[src/rtl/lps_mon_pkg.sv]
package lps_mon_pkg;

  typedef enum logic [1:0] {
    IF_ACTIVE   = 2'd0,
    IF_RESET    = 2'd1,
    IF_DISABLED = 2'd2,
    IF_WAKE     = 2'd3
  } if_state_e;

endpackage

[src/rtl/lps_sync.sv]
module lps_sync #(
  parameter int STAGES = 2
) (
  input  logic clk,
  input  logic rst_n,
  input  logic d_i,
  output logic q_o
);

  logic [STAGES-1:0] chain_q;
  logic [STAGES-1:0] chain_d;

  generate
    if (STAGES == 1) begin : g_one
      assign chain_d = d_i;
    end else begin : g_many
      assign chain_d = {chain_q[STAGES-2:0], d_i};
    end
  endgenerate

  always_ff @(posedge clk or negedge rst_n) begin
    if (!rst_n) chain_q <= '0;
    else        chain_q <= chain_d;
  end

  assign q_o = chain_q[STAGES-1];

endmodule

[src/rtl/lps_low_timer.sv]
module lps_low_timer #(
  parameter int RESET_CYC   = 520,
  parameter int DISABLE_CYC = 5206,
  localparam int CW         = $clog2(DISABLE_CYC + 1)
) (
  input  logic clk,
  input  logic rst_n,
  input  logic level_i,
  output logic hit_rst_o,
  output logic hit_dis_o
);

  localparam logic [CW-1:0] RST_LIM = CW'(RESET_CYC);
  localparam logic [CW-1:0] DIS_LIM = CW'(DISABLE_CYC);

  logic [CW-1:0] run_q;
  logic [CW-1:0] run_d;
  logic          run_en;

  // Clear on any high sample, otherwise count up and hold at the disable limit.
  always_comb begin
    run_en = 1'b1;
    if (level_i)              run_d = '0;
    else if (run_q == DIS_LIM) begin
      run_d  = run_q;
      run_en = 1'b0;
    end else                  run_d = run_q + 1'b1;
  end

  always_ff @(posedge clk or negedge rst_n) begin
    if (!rst_n)      run_q <= DIS_LIM;
    else if (run_en) run_q <= run_d;
  end

  assign hit_rst_o = !level_i && (run_d == RST_LIM);
  assign hit_dis_o = !level_i && (run_d == DIS_LIM);

endmodule

[src/rtl/lps_if_fsm.sv]
module lps_if_fsm
  import lps_mon_pkg::*;
#(
  parameter int WAKE_CYC = 1_260_000,
  localparam int WW      = $clog2(WAKE_CYC + 1)
) (
  input  logic clk,
  input  logic rst_n,
  input  logic level_i,
  input  logic low_power_i,
  input  logic hit_rst_i,
  input  logic hit_dis_i,
  output logic active_o,
  output logic in_reset_o,
  output logic disabled_o,
  output logic clk_en_o,
  output logic rst_pulse_o,
  output logic dis_pulse_o
);

  localparam logic [WW-1:0] WAKE_LAST = WW'(WAKE_CYC - 1);

  if_state_e     state_q, state_d;
  logic [WW-1:0] wake_q, wake_d;
  logic          wake_done;
  logic          rst_pulse_q, rst_pulse_d;
  logic          dis_pulse_q, dis_pulse_d;

  assign wake_done = (wake_q == WAKE_LAST);

  always_comb begin
    state_d = state_q;
    unique case (state_q)
      IF_ACTIVE:   if (hit_rst_i) state_d = IF_RESET;
      IF_RESET: begin
        if (level_i)        state_d = IF_ACTIVE;
        else if (hit_dis_i) state_d = IF_DISABLED;
      end
      IF_DISABLED: if (level_i) state_d = low_power_i ? IF_WAKE : IF_ACTIVE;
      IF_WAKE: begin
        if (!level_i)       state_d = IF_DISABLED;
        else if (wake_done) state_d = IF_ACTIVE;
      end
      default:             state_d = IF_DISABLED;
    endcase
  end

  always_comb begin
    if (state_q == IF_WAKE && level_i && !wake_done) wake_d = wake_q + 1'b1;
    else                                             wake_d = '0;
  end

  always_comb begin
    rst_pulse_d = (state_d == IF_RESET) && (state_q != IF_RESET);
    dis_pulse_d = (state_d == IF_DISABLED) && (state_q == IF_RESET);
  end

  always_ff @(posedge clk or negedge rst_n) begin
    if (!rst_n) begin
      state_q     <= IF_DISABLED;
      wake_q      <= '0;
      rst_pulse_q <= 1'b0;
      dis_pulse_q <= 1'b0;
    end else begin
      state_q     <= state_d;
      wake_q      <= wake_d;
      rst_pulse_q <= rst_pulse_d;
      dis_pulse_q <= dis_pulse_d;
    end
  end

  assign active_o    = (state_q == IF_ACTIVE);
  assign in_reset_o  = (state_q == IF_RESET);
  assign disabled_o  = (state_q == IF_DISABLED) || (state_q == IF_WAKE);
  assign clk_en_o    = (state_q == IF_ACTIVE) || (state_q == IF_RESET);
  assign rst_pulse_o = rst_pulse_q;
  assign dis_pulse_o = dis_pulse_q;

endmodule

[src/rtl/lps_bus_gate.sv]
module lps_bus_gate #(
  parameter int CTL_W  = 2,
  parameter int DATA_W = 8
) (
  input  logic              pass_i,
  input  logic              lreq_i,
  input  logic [CTL_W-1:0]  ctl_i,
  input  logic [DATA_W-1:0] data_i,
  output logic              lreq_o,
  output logic [CTL_W-1:0]  ctl_o,
  output logic [DATA_W-1:0] data_o
);

  generate
    for (genvar c = 0; c < CTL_W; c++) begin : g_ctl
      assign ctl_o[c] = ctl_i[c] & pass_i;
    end
    for (genvar b = 0; b < DATA_W; b++) begin : g_data
      assign data_o[b] = data_i[b] & pass_i;
    end
  endgenerate

  assign lreq_o = lreq_i & pass_i;

endmodule

[src/rtl/lps_link_monitor.sv]
module lps_link_monitor #(
  parameter int CTL_W       = 2,
  parameter int DATA_W      = 8,
  parameter int SYNC_STAGES = 2,
  parameter int RESET_CYC   = 520,
  parameter int DISABLE_CYC = 5206,
  parameter int WAKE_CYC    = 1_260_000
) (
  input  logic              clk,
  input  logic              rst_n,
  input  logic              lps_i,
  input  logic              low_power_i,
  input  logic              lreq_i,
  input  logic [CTL_W-1:0]  ctl_i,
  input  logic [DATA_W-1:0] data_i,
  output logic              lreq_o,
  output logic [CTL_W-1:0]  ctl_o,
  output logic [DATA_W-1:0] data_o,
  output logic              st_active_o,
  output logic              st_reset_o,
  output logic              st_disabled_o,
  output logic              clk_en_o,
  output logic              rst_pulse_o,
  output logic              dis_pulse_o
);

  logic level_s;
  logic hit_rst;
  logic hit_dis;

  lps_sync #(.STAGES(SYNC_STAGES)) u_sync (
    .clk   (clk),
    .rst_n (rst_n),
    .d_i   (lps_i),
    .q_o   (level_s)
  );

  lps_low_timer #(
    .RESET_CYC   (RESET_CYC),
    .DISABLE_CYC (DISABLE_CYC)
  ) u_timer (
    .clk       (clk),
    .rst_n     (rst_n),
    .level_i   (level_s),
    .hit_rst_o (hit_rst),
    .hit_dis_o (hit_dis)
  );

  lps_if_fsm #(.WAKE_CYC(WAKE_CYC)) u_fsm (
    .clk         (clk),
    .rst_n       (rst_n),
    .level_i     (level_s),
    .low_power_i (low_power_i),
    .hit_rst_i   (hit_rst),
    .hit_dis_i   (hit_dis),
    .active_o    (st_active_o),
    .in_reset_o  (st_reset_o),
    .disabled_o  (st_disabled_o),
    .clk_en_o    (clk_en_o),
    .rst_pulse_o (rst_pulse_o),
    .dis_pulse_o (dis_pulse_o)
  );

  lps_bus_gate #(.CTL_W(CTL_W), .DATA_W(DATA_W)) u_gate (
    .pass_i (st_active_o),
    .lreq_i (lreq_i),
    .ctl_i  (ctl_i),
    .data_i (data_i),
    .lreq_o (lreq_o),
    .ctl_o  (ctl_o),
    .data_o (data_o)
  );

endmodule

[config.mk]
export PLATFORM = sky130hd
export DESIGN_NAME = lps_link_monitor
export DESIGN_NICKNAME = d
export VERILOG_FILES = /design/src/rtl/lps_mon_pkg.sv /design/src/rtl/lps_sync.sv /design/src/rtl/lps_low_timer.sv /design/src/rtl/lps_if_fsm.sv /design/src/rtl/lps_bus_gate.sv /design/src/rtl/lps_link_monitor.sv
export SDC_FILE = /design/constraint.sdc
export NUM_CORES = 1
export LEC_CHECK = 0
export BUFFER_PORTS_ARGS = -buffer_cell sky130_fd_sc_hd__buf_2
export CORE_ASPECT_RATIO = 1.1
export CORE_MARGIN = 2
export CORE_UTILIZATION = 35
export DETAILED_ROUTE_END_ITERATION = 8
export GPL_ROUTABILITY_DRIVEN = 0
export SLEW_MARGIN = 5
export SYNTH_ARGS = -nofsm -noshare
export SYNTH_HDL_FRONTEND = slang
export SYNTH_SLANG_ARGS = --single-unit
[constraint.sdc]
create_clock -name clk -period 2.8 [get_ports clk]
set_clock_uncertainty 0.1 [all_clocks]
set_input_delay 0.14 -clock clk [delete_from_list [all_inputs] [get_ports clk]]
set_output_delay 0.14 -clock clk [all_outputs]
set_load 0.05 [all_outputs]
==> flow_metrics.env <==
export IMPL_drt_iter0_markers=76
export IMPL_grtUsageTotal_pct=13.8
export IMPL_period_needed_ns=2.43
export IMPL_io_buffers=31
export IMPL_hold_violations=0
export IMPL_crit_type="reg2reg"
export IMPL_syn_cell_area_um2=2290
export IMPL_status="completed"
export IMPL_power_density_nw_per_um2=422
export IMPL_totalWireLength_um=4320
export IMPL_hpwl_um=3030
export IMPL_num_rows=30
export IMPL_cts_tree="built"
export IMPL_synth_edf_count=0
export IMPL_crit_path_end_kind="register"
export IMPL_avgSynthCellArea_um2=9.56
export IMPL_grt_max_degree=41
export IMPL_finalSetupViolations=0
export IMPL_clk_latency_ns=0.29
export IMPL_first_global_vias=1623
export IMPL_h_tree_depth=2
export IMPL_finalWorstSetupSlack_ns=0.368
export IMPL_ys_flop_type="dfrtp_1"
export IMPL_avgRoutedWirePerCell_um=12.3
export IMPL_ant_nets=0
export IMPL_cp_required_ns=2.91
export IMPL_final_common_cell="nor2_1"
export IMPL_post_cts_buffers=0
export IMPL_synthAdderAreaFrac_pct=1.64
export IMPL_yosys_area_share_simple_pct=31.7
export IMPL_netlist_area_leader_share_pct=36.1
export IMPL_fp_coreArea_um2=6230
export IMPL_pin_count=32
export IMPL_synth_top_family_by_area="simple AND/OR/NAND/NOR gates"
export IMPL_worstHoldPathType="in2reg"
export IMPL_synth_xor_area_share_pct=11.8
export IMPL_syn_nets=257
export IMPL_slew_headroom_pct=40.2
export IMPL_via_count=1696
export IMPL_fillCellCount=640
export IMPL_cts_buffer_depth=2
export IMPL_rsz0062_at_grt="no"
export IMPL_drc_errors=0
export IMPL_antenna_cells=0
export IMPL_max_freq_mhz=411
export IMPL_synth_cell_types=54
export IMPL_yosys_warnings=0
export IMPL_critPathArrivalTime_ns=2.54
export IMPL_vias_per_cell=4.83
export IMPL_synth_area_top_cells="dfrtp_1 (36%), dfstp_2 (8.0%), nor2_1 (6.9%)"
export IMPL_preCtsSetupSlack_ns=0.349
export IMPL_antenna_found_initial=0
export IMPL_finalCritPeriodShare_pct=86.9
export IMPL_area_delta_synth_final_pct=12.7
export IMPL_synthMuxAreaShare_pct=0.930
export IMPL_synth_seq_cells=40
export IMPL_cts_sinks=40
export IMPL_fp_dieW_um=81.1
export IMPL_drtPass1Iterations=4
export IMPL_start_kind="register"
export IMPL_power_leakage_nw=1.06
export IMPL_power_w=0.00109
export IMPL_yosysSeqAreaShare_pct=44.2
export IMPL_drive_gt1_share_pct=22.5
export IMPL_ctsRootBufferMaster="clkbuf_8"
export IMPL_yosysTopAreaCell="dfrtp_1"
export IMPL_final_cell_mix="nor2_1 (42), dfrtp_1 (33), buf_2 (31)"
export IMPL_tns_ns=0
export IMPL_grt_overflow=0
export IMPL_ctsHoldBuffers=2
export IMPL_start_util_pct=36.7
export IMPL_die_area_um2=7190
export IMPL_die_y_um=88.8
export IMPL_worstPathMaxFanout=6
export IMPL_async_reset_ff_share_pct=100
export IMPL_tightest_slew_ns=0.897
export IMPL_clk_pin_slew_ns=0.08
export IMPL_synth_compound_area_share_pct=4.65
export IMPL_ir_drop_v=0.000236
export IMPL_cts_buffers=5
export IMPL_final_nets=288
export IMPL_finalMaxSlewViolations=0
export IMPL_grt_pass1_wl_um=7630
export IMPL_synth_cells=239
export IMPL_cts_resized=0
export IMPL_maxCapViolCount=0
==> flip-flops by register name, indices dropped and copies added (netlist names) <==
register / flops
u_fsm.dis_pulse_o: 1
u_fsm.rst_pulse_o: 1
u_fsm.state_q: 2
u_fsm.wake_q: 21
u_sync.chain_q: 2
u_timer.run_q: 13
==> final cells by class <==
cell class | count | area, µm² | area share [%]
multi-input cells | 181 | 1160 | 45.0
flip-flops and latches | 40 | 1010 | 39.2
repair buffers | 35 | 190 | 7.38
inverters | 7 | 26.3 | 1.02
well taps | 80 | 100 | 3.89
clock buffers | 8 | 90.1 | 3.50
==> cell usage after synthesis, types with 2 or more instances <==
library cell  number
nor2_1            42
dfrtp_1           33
nand2_1           19
xnor2_1           15
xor2_1            14
nand3_1           12
and2_1            11
nand4_1           10
nor3_1            10
dfstp_2            7
inv_1              7
buf_6              4
clkbuf_1           3
ha_1               3
nor2b_1            3
nor4_1             3
a21oi_1            2
and3_1             2
buf_4              2
nor4b_1            2
o21ai_0            2
==> worst max-delay path, cell delays in order (launching register included) <==
cell	delay (ns)
dfstp_2	0.58
ha_1	0.29
and4_4	0.29
nand4_4	0.11
xor2_2	0.18
nand4b_2	0.17
or3_4	0.42
o31ai_2	0.20
==> logic make-up after synthesis <==
| family | after synthesis |
|---|---|
| AO/OA/AOI/OAI | 14 |
| XOR/XNOR | 30 |
| adder cells (fa/ha/maj) | 3 |
| buffers and inverters | 18 |
| flip-flops | 40 |
| multiplexers | 2 |
| AND/OR/NAND/NOR | 132 |
==> power by group <==
group | total [W] | leakage (nW) | switching (W) | internal (W)
clock | 0.000399 | 0.0455 | 0.000198 | 0.000201
combinational | 0.0000941 | 0.483 | 0.0000632 | 0.0000309
sequential | 0.000595 | 0.527 | 0.0000103 | 0.000584
total | 0.00109 | 1.06 | 0.000272 | 0.000816
==> final timing paths <==
path,startpoint,to,slack (ns),cells after the start
worst min register to register,u_sync.chain_q[0]$_DFF_PN0_,u_sync.chain_q[1]$_DFF_PN0_,0.25,0
worst max register to register,u_timer.run_q[1]$_DFFE_PN1P_,u_fsm.state_q[0]$_DFF_PN0_,0.37,7
worst min-delay path,low_power_i,u_fsm.state_q[1]$_DFF_PN1_,0.21,5
max in group asynchronous,rst_n,u_fsm.wake_q[20]$_DFF_PN0_,1.64,2
worst max-delay path,u_timer.run_q[1]$_DFFE_PN1P_,u_fsm.state_q[0]$_DFF_PN0_,0.37,7
min in group asynchronous,rst_n,u_timer.run_q[0]$_DFFE_PN0P_,0.41,2
==> per-layer routing <==
metal	vias up	track usage, %	share of wire, %
li1	870	-	-
met1	810	17.2	47
met2	11	23.1	50
met3	5	4.29	2.1
met4	0	4.01	0.93
met5	-	0	0
==> per-stage QoR <==
step / utilization [%] / cells / hold WS, ns / instance area [µm²]
6_report: 41.3 / 351 / 0.214 / 2580
5_1_grt: 41.3 / 351 / 0.231 / 2580
4_1_cts: 41.3 / 351 / 0.211 / 2580
3_5_place_dp: 39.6 / 341 / 0.153 / 2470
3_3_place_gp: 39.6 / 341 / 0.151 / 2470
2_1_floorplan: - / 239 / -0.256 / 2290
(Power assumes the default switching activity.)
